**src/rtl/irq_agg_pkg.sv**
```systemverilog
package irq_agg_pkg;
  localparam int unsigned IRQ_SRC_N  = 7;
  // flag bit positions
  localparam int unsigned IRQ_B_CTL2 = 0;
  localparam int unsigned IRQ_B_CTL1 = 1;
  localparam int unsigned IRQ_SHIFT  = 2;
  localparam int unsigned IRQ_A_CTL2 = 3;
  localparam int unsigned IRQ_A_CTL1 = 4;
  localparam int unsigned IRQ_TMR2   = 5;
  localparam int unsigned IRQ_TMR1   = 6;
endpackage

```
**src/rtl/irq_rst_sync.sv**
```systemverilog
module irq_rst_sync #(
  parameter int unsigned STAGES = 2
) (
  input  logic clk,
  input  logic rst_n,
  output logic rst_sync_n
);
  logic [STAGES-1:0] sync_q;
  logic [STAGES-1:0] sync_d;

  always_comb begin
    sync_d = {sync_q[STAGES-2:0], 1'b1};
  end

  always_ff @(posedge clk or negedge rst_n) begin
    if (!rst_n) sync_q <= '0;
    else        sync_q <= sync_d;
  end

  assign rst_sync_n = sync_q[STAGES-1];
endmodule

```
**src/rtl/irq_flag_bank.sv**
```systemverilog
module irq_flag_bank #(
  parameter int unsigned NUM_SRC = 7
) (
  input  logic               clk,
  input  logic               rst_n,
  input  logic [NUM_SRC-1:0] src_set,
  input  logic [NUM_SRC-1:0] src_clr,
  input  logic               wr_flag,
  input  logic [NUM_SRC-1:0] wr_bits,
  output logic [NUM_SRC-1:0] flag_q
);
  logic [NUM_SRC-1:0] clr_all;
  logic [NUM_SRC-1:0] flag_d;
  logic               flag_ce;

  always_comb begin
    clr_all = src_clr | (wr_flag ? wr_bits : '0);
    flag_ce = (|src_set) | (|clr_all);
  end

  // per-bit next state: a set beats any clear
  for (genvar g = 0; g < NUM_SRC; g++) begin : g_bit
    always_comb begin
      flag_d[g] = src_set[g] | (flag_q[g] & ~clr_all[g]);
    end
  end

  always_ff @(posedge clk or negedge rst_n) begin
    if (!rst_n)       flag_q <= '0;
    else if (flag_ce) flag_q <= flag_d;
  end
endmodule

```
**src/rtl/irq_enable_bank.sv**
```systemverilog
module irq_enable_bank #(
  parameter int unsigned NUM_SRC = 7
) (
  input  logic               clk,
  input  logic               rst_n,
  input  logic               wr_enable,
  input  logic               set_mode,
  input  logic [NUM_SRC-1:0] wr_bits,
  output logic [NUM_SRC-1:0] en_q
);
  logic [NUM_SRC-1:0] en_d;

  always_comb begin
    if (set_mode) en_d = en_q | wr_bits;
    else          en_d = en_q & ~wr_bits;
  end

  always_ff @(posedge clk or negedge rst_n) begin
    if (!rst_n)         en_q <= '0;
    else if (wr_enable) en_q <= en_d;
  end
endmodule

```
**src/rtl/irq_summary.sv**
```systemverilog
module irq_summary #(
  parameter int unsigned NUM_SRC = 7
) (
  input  logic [NUM_SRC-1:0] flag_q,
  input  logic [NUM_SRC-1:0] en_q,
  output logic               any_active,
  output logic               irq_n
);
  logic [NUM_SRC-1:0] pend;

  always_comb begin
    pend       = flag_q & en_q;
    any_active = |pend;
    irq_n      = ~any_active;
  end
endmodule

```
**src/rtl/irq_aggregator.sv**
```systemverilog
module irq_aggregator
  import irq_agg_pkg::*;
#(
  parameter int unsigned NUM_SRC = IRQ_SRC_N,
  localparam int unsigned REG_W  = NUM_SRC + 1
) (
  input  logic               clk,
  input  logic               rst_n,
  input  logic [NUM_SRC-1:0] src_set,
  input  logic [NUM_SRC-1:0] src_clr,
  input  logic               wr_flag,
  input  logic               wr_enable,
  input  logic [REG_W-1:0]   wdata,
  output logic [REG_W-1:0]   flag_rdata,
  output logic [REG_W-1:0]   enable_rdata,
  output logic               irq_n
);
  logic               rst_sync_n;
  logic [NUM_SRC-1:0] flag_q;
  logic [NUM_SRC-1:0] en_q;
  logic               any_active;

  irq_rst_sync #(.STAGES(2)) u_rst_sync (
    .clk        (clk),
    .rst_n      (rst_n),
    .rst_sync_n (rst_sync_n)
  );

  irq_flag_bank #(.NUM_SRC(NUM_SRC)) u_flags (
    .clk     (clk),
    .rst_n   (rst_sync_n),
    .src_set (src_set),
    .src_clr (src_clr),
    .wr_flag (wr_flag),
    .wr_bits (wdata[NUM_SRC-1:0]),
    .flag_q  (flag_q)
  );

  irq_enable_bank #(.NUM_SRC(NUM_SRC)) u_enables (
    .clk       (clk),
    .rst_n     (rst_sync_n),
    .wr_enable (wr_enable),
    .set_mode  (wdata[REG_W-1]),
    .wr_bits   (wdata[NUM_SRC-1:0]),
    .en_q      (en_q)
  );

  irq_summary #(.NUM_SRC(NUM_SRC)) u_summary (
    .flag_q     (flag_q),
    .en_q       (en_q),
    .any_active (any_active),
    .irq_n      (irq_n)
  );

  assign flag_rdata   = {any_active, flag_q};
  assign enable_rdata = {1'b1, en_q};
endmodule

```
**config.mk**
```make
export PLATFORM = sky130hd
export DESIGN_NAME = irq_aggregator
export DESIGN_NICKNAME = d
export VERILOG_FILES = /design/src/rtl/irq_agg_pkg.sv /design/src/rtl/irq_rst_sync.sv /design/src/rtl/irq_flag_bank.sv /design/src/rtl/irq_enable_bank.sv /design/src/rtl/irq_summary.sv /design/src/rtl/irq_aggregator.sv
export SDC_FILE = /design/constraint.sdc
export NUM_CORES = 1
export LEC_CHECK = 0
export BUFFER_PORTS_ARGS = -buffer_cell sky130_fd_sc_hd__buf_4
export CAP_MARGIN = 10
export CORE_UTILIZATION = 43
export CTS_CLUSTER_DIAMETER = 100
export DETAILED_ROUTE_END_ITERATION = 16
export PLACE_DENSITY = 0.89
export SYNTH_ARGS = -nofsm -noshare
export SYNTH_HDL_FRONTEND = slang
export SYNTH_SLANG_ARGS = --single-unit
```
**constraint.sdc**
```tcl
create_clock -name clk -period 1.93 [get_ports clk]
set_input_delay 0 -clock clk [delete_from_list [all_inputs] [get_ports clk]]
set_output_delay 0 -clock clk [all_outputs]
set_load 0.02 [all_outputs]
```
Yosys cells after proc, flatten, opt, wreduce, memory -nomap -nowiden
Cells that the tools add are included.
{"block": "op_classes", "bitwise_logic": 28, "reduce_logical": 3, "muxes": 2}
{"op": "7-bit OR reduction", "count": 3}
{"op": "7-bit bitwise AND", "count": 2}
{"op": "7-bit two-way mux", "count": 2}
{"op": "7-bit bitwise OR", "count": 2}
{"op": "1-bit inverter", "count": 8}
{"op": "1-bit bitwise OR", "count": 8}
{"op": "1-bit bitwise AND", "count": 7}
{"op": "7-bit inverter", "count": 1}
{"block": "totals", "register_bits": 16, "wordCells": 36, "output_inout_bits": 17, "inputBits": 26}

Longest topological paths before layout
{"block": "logic_depth", "depth_word": 5, "ltp_mapped": 3}

Hierarchy
Synthesis repeated with hierarchy kept, for this count alone.
{"block": "unflattened", "hier_cells": 60, "hier_area_um2": 678.2}
{"module": "irq_flag_bank", "n_inst": 1, "seq_area_each_um2": 175.2, "area_each_um2": 289.0, "cells_per_inst": 28}
{"module": "irq_enable_bank", "n_inst": 1, "seq_area_each_um2": 175.2, "area_each_um2": 280.3, "cells_per_inst": 21}
{"module": "irq_rst_sync", "n_inst": 1, "seq_area_each_um2": 50.0, "area_each_um2": 53.8, "cells_per_inst": 3}
{"module": "irq_summary", "n_inst": 1, "seq_area_each_um2": 0.0, "area_each_um2": 36.3, "cells_per_inst": 5}
{"module": "irq_aggregator", "n_inst": 1, "seq_area_each_um2": 0.0, "area_each_um2": 18.8, "cells_per_inst": 3}

Worst setup path after synthesis
OpenSTA, ideal clock, no wires.
{"block": "synth_timing", "path_kind": "reg-to-output", "from": "register with a tool-made name", "to": "output irq_n", "path_stages_with_launch": 3, "required_ns": 1.930, "slack_ns": 0.800, "t_arrival_ns": 1.130, "path_cell_list": "dfrtp_1 > a222oi_1 > and3_1"}
{"element": "to (decl)", "line_no": "irq_aggregator.sv:16", "text": "output logic irq_n"}

==> results.sh <==
export IMPL_status="completed"
export IMPL_synth_top_family_by_area="compound AO/OA/AOI/OAI gates"
export IMPL_yosys_area_share_adder=0
export IMPL_synth_compound_area_share=0.128
export IMPL_drt_iter0_markers=10
export IMPL_drive_gt1_frac=0.518
export IMPL_synth_area_mux_share=0.117
export IMPL_dp_slack_ns=0.770
export IMPL_ir_drop_v=0.000453
export IMPL_dieArea_um2=1730
export IMPL_synth_cell_types=11
export IMPL_design_area_um2=1110
export IMPL_clock_sinks=16
export IMPL_cp_slowest_cell="a222oi_1"
export IMPL_antenna_cells=0
export IMPL_grt_first_pass_wirelength_um=2880
export IMPL_worstSetupPathType="flop to output pin"
export IMPL_cp_end_kind="output pin"
export IMPL_clk_latency_ns=0.29
export IMPL_cts_root_buf="clkbuf_4"
export IMPL_first_pass_iters=4
export IMPL_fin_ws_ns=0.459
export IMPL_antenna_found_initial=0
export IMPL_cap_violations=0
export IMPL_tightest_slew_ns=0.553
export IMPL_required_ns=1.93
export IMPL_r2r_cells=1
export IMPL_syn2layout_area_growth_pct=64.9
export IMPL_dieHeight_um=41.6
export IMPL_grt_pass1_vias=656
export IMPL_placed_area_um2=990
export IMPL_power_density_nw_per_um2=726
export IMPL_cp_arrival_ns=1.47
export IMPL_wl_per_cell_um=14.2
export IMPL_max_freq_ghz=0.680
export IMPL_crit_chain="a222oi_1 > and3_1 > buf_4"
export IMPL_setup_tns_ns=0
export IMPL_core_area_um2=1380
export IMPL_post_cts_setup_buffers=0
export IMPL_clockBufferDepth=2
export IMPL_wirelength_um=1800
export IMPL_dpl_cell_count=114
export IMPL_via_per_inst=4.95
export IMPL_yosys_register_bits=16
export IMPL_synth_area_um2=674
export IMPL_start_kind="flop"
export IMPL_timing_final_crit_share=0.762
export IMPL_setup_viol=0
export IMPL_die_w_um=41.6
export IMPL_synth_simple_area_share=0.0946
export IMPL_yosys_warnings=0
export IMPL_dpl_hpwl_um=1240
export IMPL_cp_max_fo=3
export IMPL_min_delay_start="src_clr[2]"
export IMPL_grt_max_degree=15
export IMPL_synth_xor_area_frac=0
export IMPL_drv_slew=0
export IMPL_num_vias=629
export IMPL_hp_class="input pin to flop"
export IMPL_tritoncts="done"
export IMPL_fill_cells=91
export IMPL_cts_buffers=3
export IMPL_ff2ff_setup_slack_ns=1.13
export IMPL_ioPinCount=43
export IMPL_clock_skew_ns=0.00269
export IMPL_ant_nets=0
export IMPL_fin_cells=127
export IMPL_gr_total_overflow=0
export IMPL_p_total_w=0.000807
export IMPL_h_tree_depth=1
export IMPL_fin_crit_ns=1.47
export IMPL_port_buffer_count=41
export IMPL_max_stage_delay_ns=0.41
export IMPL_clkTransAtPathRegs_ns=0.09
export IMPL_worstHoldPathCells=3
export IMPL_grt_setup_unrepaired="false"
export IMPL_start_util=0.488
export IMPL_routabilityCongestion=0.702
export IMPL_min_to="u_flags.flag_q[2]"
export IMPL_syn_inst=59
export IMPL_synth_area_per_cell_um2=11.4
export IMPL_nNetsFinal=140
export IMPL_drcViolationCount=0
export IMPL_rows=13
export IMPL_slew_headroom=0.631
export IMPL_seq_area_frac_synth=0.594
export IMPL_power_leakage_nw=0.571
export IMPL_grt_use_total=0.233
export IMPL_finalHoldViolCount=0
[power by group]
| part | switching (W) | internal [W] |
|---|---|---|
| clock | 0.000100 | 0.0000726 |
| sequential | 0.0000325 | 0.000369 |
| combinational | 0.000104 | 0.000129 |
[metrics by stage]
stage / utilization / hold WS (ns)
5_1_grt: 0.805 / 0.00521
3_3_place_gp: 0.716 / -0.217
3_5_place_dp: 0.716 / -0.217
4_1_cts: 0.797 / 0.00783
6_report: 0.805 / 0.0124
2_1_floorplan: - / -0.296
[worst max-delay path: cells and delay by family, from the launching register on]
kind            cells  cell delay [ns]
compound gates      1             0.41
flops               1             0.40
simple gates        1             0.23
buf+inv             1             0.14
[per-layer routing]
metal,vias up,global-route usage,part of all wire
li1,304,-,-
met1,291,0.236,0.36
met2,29,0.425,0.55
met3,5,0.0826,0.066
met4,0,0.0968,0.021
met5,-,0,0
[layout by cell type, fill, tap and decap left out]
cell and instances:
a222oi_1 1, a22oi_1 2, a31o_2 7, and3_1 1, buf_4 41, clkbuf_4 3
conb_1 2, dfrtp_1 16, dlygate4sd3_1 10, inv_1 7, mux2_2 7, nand2_1 14
nand3_1 1
[cell families after synthesis]
kind of cell | after synthesis
AND/OR/NAND/NOR | 16
other | 1
AO/OA/AOI/OAI | 10
multiplexers | 7
flip-flops | 16
buffers and inverters | 9
[area by class of cell]
type / count / area (um2) / share of cell area
multi-input combinational: 35 / 236 / 0.213
clock buffer: 3 / 22.5 / 0.0202
timing repair buffer: 51 / 408 / 0.367
sequential: 16 / 400 / 0.360
inverter: 7 / 26.3 / 0.0236
tap: 15 / 18.8 / 0.0169
[cells in the mapped netlist (all sizes together)]
cell	n	area share
dfrtp	16	0.59
buf	2	0.022
nand2	14	0.078
inv	7	0.039
and3	1	0.0093
mux2	7	0.12
a22oi	2	0.022
a222oi	1	0.015
a31o	7	0.091
nand3	1	0.0074
conb	1	0.0056
[worst max-delay path by stage]
stage,startpoint,to,slack [ns]
finish,flop,irq_n,0.46
global route,flop,irq_n,0.38
CTS,flop,irq_n,0.44
detailed placement,flop,irq_n,0.77
global placement,flop,irq_n,0.79
floorplan,flop,irq_n,0.80
[what timing repair did]
action,4_1_cts,5_1_grt
gates resized for setup,0,0
hold buffers,9,1
hold endpoints to repair,15,1
endpoints found under the setup margin,0,0
Note: power is estimated with default switching activity, not from simulation.
